`src/rtl/sync_cnt_pkg.sv`:
```
package sync_cnt_pkg;

    // Operating mode of one slice, in falling priority order.
    typedef enum logic [1:0] {
        MODE_CLEAR = 2'd0,
        MODE_LOAD  = 2'd1,
        MODE_COUNT = 2'd2,
        MODE_HOLD  = 2'd3
    } cnt_mode_e;

endpackage

```
`src/rtl/cnt_mode_dec.sv`:
```
module cnt_mode_dec
    import sync_cnt_pkg::*;
(
    input  logic      clr_n,
    input  logic      ld_n,
    input  logic      en_p,
    input  logic      en_t,
    output cnt_mode_e mode
);

    // Clear beats load, load beats count, count beats hold.
    always_comb begin
        if (!clr_n) begin
            mode = MODE_CLEAR;
        end else if (!ld_n) begin
            mode = MODE_LOAD;
        end else if (en_p && en_t) begin
            mode = MODE_COUNT;
        end else begin
            mode = MODE_HOLD;
        end
    end

endmodule

```
`src/rtl/cnt_slice.sv`:
```
module cnt_slice
    import sync_cnt_pkg::*;
#(
    parameter int W = 4
) (
    input  logic         clk,
    input  logic         clr_n,
    input  logic         ld_n,
    input  logic         en_p,
    input  logic         en_t,
    input  logic [W-1:0] din,
    output logic [W-1:0] cnt_q,
    output logic         carry_o
);

    typedef struct packed {
        logic [W-1:0] cnt;
    } slice_st_t;

    cnt_mode_e mode;
    slice_st_t st_d;
    slice_st_t st_q;
    logic      armed_q = 1'b0;

    cnt_mode_dec u_dec (
        .clr_n (clr_n),
        .ld_n  (ld_n),
        .en_p  (en_p),
        .en_t  (en_t),
        .mode  (mode)
    );

    always_comb begin
        st_d = st_q;
        unique case (mode)
            MODE_CLEAR: st_d.cnt = '0;
            MODE_LOAD:  st_d.cnt = din;
            MODE_COUNT: st_d.cnt = st_q.cnt + W'(1);
            default:    st_d.cnt = st_q.cnt;
        endcase
    end

    always_ff @(posedge clk) begin
        st_q <= st_d;
        if (!clr_n) begin
            armed_q <= 1'b1;
        end
    end

    assign cnt_q   = st_q.cnt;
    // Terminal count, gated only by the cascade enable.
    assign carry_o = en_t & (&st_q.cnt);

    // clear wins over everything.
    a_r1_clear_zero: assert property (@(posedge clk) disable iff (!armed_q)
        !clr_n |=> (cnt_q == '0));

    // load captures the data word.
    a_r2_load_capture: assert property (@(posedge clk) disable iff (!armed_q)
        (clr_n && !ld_n) |=> (cnt_q == $past(din)));

    // count steps by one, modulo the width.
    a_r3_count_step: assert property (@(posedge clk) disable iff (!armed_q)
        (clr_n && ld_n && en_p && en_t) |=> (cnt_q == W'($past(cnt_q) + W'(1))));

    // either enable low holds the value.
    a_r4_hold_stable: assert property (@(posedge clk) disable iff (!armed_q)
        (clr_n && ld_n && !(en_p && en_t)) |=> $stable(cnt_q));

endmodule

```
`src/rtl/sync_cnt_chain.sv`:
```
module sync_cnt_chain
    import sync_cnt_pkg::*;
#(
    parameter int SLICE_W    = 4,
    parameter int NUM_SLICES = 2,
    localparam int TOTAL_W   = SLICE_W * NUM_SLICES
) (
    input  logic               clk,
    input  logic               clr_n,
    input  logic               ld_n,
    input  logic [TOTAL_W-1:0] din,
    input  logic               en_p,
    input  logic               en_t,
    output logic [TOTAL_W-1:0] cnt_q,
    output logic               carry_o
);

    // t_chain[k] is the cascade enable of slice k; t_chain[NUM_SLICES] is the carry out.
    logic [NUM_SLICES:0] t_chain;
    logic                armed_q = 1'b0;

    assign t_chain[0] = en_t;

    for (genvar g = 0; g < NUM_SLICES; g++) begin : g_slice
        cnt_slice #(
            .W (SLICE_W)
        ) u_slice (
            .clk     (clk),
            .clr_n   (clr_n),
            .ld_n    (ld_n),
            .en_p    (en_p),
            .en_t    (t_chain[g]),
            .din     (din[g*SLICE_W +: SLICE_W]),
            .cnt_q   (cnt_q[g*SLICE_W +: SLICE_W]),
            .carry_o (t_chain[g+1])
        );
    end

    assign carry_o = t_chain[NUM_SLICES];

    always_ff @(posedge clk) begin
        if (!clr_n) begin
            armed_q <= 1'b1;
        end
    end

    // the chain counts as one wide register.
    a_r7_chain_step: assert property (@(posedge clk) disable iff (!armed_q)
        (clr_n && ld_n && en_p && en_t) |=> (cnt_q == TOTAL_W'($past(cnt_q) + TOTAL_W'(1))));

    // carry only at full-width all ones with en_t high.
    a_r5_carry_full: assert property (@(posedge clk) disable iff (!armed_q)
        carry_o |-> (en_t && (cnt_q == {TOTAL_W{1'b1}})));

    // full-width all ones with en_t high gives carry in the same cycle.
    a_r5_carry_seen: assert property (@(posedge clk) disable iff (!armed_q)
        (en_t && (cnt_q == {TOTAL_W{1'b1}})) |-> carry_o);

endmodule

```
`config.mk`:
```
export PLATFORM = sky130hd
export DESIGN_NAME = sync_cnt_chain
export DESIGN_NICKNAME = d
export VERILOG_FILES = /design/src/rtl/sync_cnt_pkg.sv /design/src/rtl/cnt_mode_dec.sv /design/src/rtl/cnt_slice.sv /design/src/rtl/sync_cnt_chain.sv
export SDC_FILE = /design/constraint.sdc
export NUM_CORES = 1
export LEC_CHECK = 0
export BUFFER_PORTS_ARGS = -buffer_cell sky130_fd_sc_hd__buf_2
export CAP_MARGIN = 15
export CORE_AREA = 10 10 52 54
export CTS_CLUSTER_DIAMETER = 40
export CTS_CLUSTER_SIZE = 28
export DETAILED_ROUTE_END_ITERATION = 10
export DIE_AREA = 0 0 62 64
export SYNTH_ARGS = -nofsm -noshare
export SYNTH_HDL_FRONTEND = slang
export SYNTH_HIERARCHICAL = 1
export SYNTH_SLANG_ARGS = --single-unit
```
`constraint.sdc`:
```
create_clock -name clk -period 2.42 [get_ports clk]
set_clock_uncertainty 0.2 [all_clocks]
set_input_delay 0.242 -clock clk [delete_from_list [all_inputs] [get_ports clk]]
set_output_delay 0.242 -clock clk [all_outputs]
set_load 0.005 [all_outputs]
```
==> metrics.txt <==
status=finished, final reports clean; DRT antenna net count=0; RSZ-0062 raised after global routing=no; Nets=107; clock power share=27.9%; Seq/Total Area, Yosys=41.0%; Starting Density=34.3%; Net Sw Frac=25.4%; Final Hold Fails=0; synthesized area per cell=10.5 um^2; Static Leak=0.383 nW; Synth Flop Type=edfxtp_1; power share of the sequential group=50.0%; CTS max path bufs=2; share of layout cells above drive strength 1=35.7%; max_slew headroom=80.6%; post-synth top area cell=edfxtp_1; first-pass GRT wire length=2260 um; final non-filler cell total=109; vias=528; Post-DP HPWL=1140 um; Max VDD drop=271 uV; Synth cell types=17; chip width=62 um; post-placement cell count=104; Crit Path Class=register to register; Buffers on Ports=21; endpoint class of the critical path=register; # rows=15; Ant. Diodes=0; Die H=64 um; antenna violations before repair=0; Max Transition Viols Final=0; ratio of final minimum period to clock period=94.5%; Tmin final=2.29 ns; r2r setup slk=0.13 ns; switching power=89.9 uW; Ys Warns=6; DR pass1 iterations=4; CP required=2.31 ns; vias in the first global route=546; Detailed Route Iter0 Violations=12; internal power=264 uW; gr usage total=7.24%; TNS Setup=0 ns; EDFF count, synth=8; register bit count reported by yosys=8; Post-CTS Setup Inserts=0; PwrDens=457 nW/um^2; max cap viols=0; FFs w/ async S/R, synth=0%; crit-path max FO=3; Remaining Overflow, GRT=0; Placed Area=737 um^2; Comb pwr share=22.0%; Area growth syn-to-layout=32.3%; Total Wirelength=1370 um; clock root cell=clkbuf_4; final setup fails=0; clk_lat worst skew=0.25 ns; post-synth top area share=41.0%; boundary pin count=22; Final Instance Area=774 um^2; die footprint=3970 um^2; Worst-Margin Slew=0.290 ns; CTS tree=done; max reg flops=8; fmax=437 MHz; core area=1710 um^2; CTS resizes=0; GPL Wtd Cong=0.737; Syn Nets=77; H-tree depth=1; Syn Inst Count=56; min-delay worst type=input port to register; clock buffer count from CTS=3; wire per inst=12.6 um; cts hold-fix bufs=0; CTS sink count=8; Clock transition at path regs=0.05 ns; synth top area cells=edfxtp_1 (41%), ha_1 (17%), a22oi_1 (5.1%), inv_1 (5.1%), and4_1 (3.0%); DRC viols=0; Synth Cell Area=586 um^2; worst endpoint data arrival time=2.18 ns; post-DR vias/cell=4.84; largest net degree at the start of global routing=7; final core occ=45.3%; Critical Path Source Type=register
## cell usage after synthesis (4+ instances only)
cell and n:
inv_1 8, ha_1 8, a22oi_1 4, edfxtp_1 8, nor2_1 4
## logic make-up (layout without fill, tap and decap cells)
logic type / count (synthesis) / count (layout) / synth area share, %
AO/OA/AOI/OAI: 10 / 10 / 11.5
XOR/XNOR: 2 / 2 / 2.99
buffers and inverters: 8 / 36 / 5.13
adder cells (fa/ha/maj): 8 / 8 / 17.1
AND/OR/NAND/NOR: 20 / 20 / 22.2
flip-flops: 8 / 8 / 41.0
## cells in the final DEF (no fill, tap or decap), types with 3 or more instances in the layout
cell type and instances:
ha_1 8, inv_1 8, edfxtp_1 8, buf_2 21, nor2_1 4, clkbuf_4 3, a22oi_1 4, buf_4 4
## through the flow
step | total power, mW | hold WS, ns | setup slack (ns)
after floorplan | 0.217 | 0.266 | 0.0855
after global placement | 0.252 | 0.367 | 0.187
after detailed placement | 0.253 | 0.371 | 0.0989
after CTS | 0.355 | 0.111 | 0.0787
after global routing | 0.379 | 0.151 | 0.0144
final | 0.354 | 0.124 | 0.133
## layer usage
layer	vias to the layer above	GRT usage (%)	routed length, um
li1	261	-	-
met1	244	7.82	590
met2	23	11.8	614
met3	0	4.74	167
met4	0	0.838	0
met5	-	0	0
## path summary, 6_finish.rpt
kind / depth (start not counted) / to / start
max: 7 / g_slice[1].u_slice/cnt_q[3] / g_slice[0].u_slice/cnt_q[0]
min: 3 / g_slice[0].u_slice/cnt_q[1] / din[1]
max reg2reg: 7 / g_slice[1].u_slice/cnt_q[3] / g_slice[0].u_slice/cnt_q[0]
min reg2reg: 2 / g_slice[0].u_slice/cnt_q[3] / g_slice[0].u_slice/cnt_q[3]
## worst max-delay path: stages, from the launching register on
cell,delay [ns]
edfxtp_1,0.40
ha_1,0.24
and4_1,0.22
a31oi_1,0.16
inv_1,0.06
ha_1,0.30
or3b_1,0.38
o211ai_1,0.16
## area by class of cell
class	instances	area [um^2]
well taps	25	31.3
fillers	179	933
flip-flops and latches	8	240
clock buffers	3	22.5
repair buffers	25	135
multi-input cells	40	315
inverters	8	30.0
## power by group through the flow
stage                     registers, mW  clock network (mW)  logic, mW
after floorplan                   0.180                   0     0.0370
after global placement            0.180                   0     0.0723
after detailed placement          0.180                   0     0.0730
after CTS                         0.178               0.104     0.0734
after global routing              0.179               0.111     0.0885
final                             0.177              0.0989     0.0780
(Power assumes the default switching activity.)
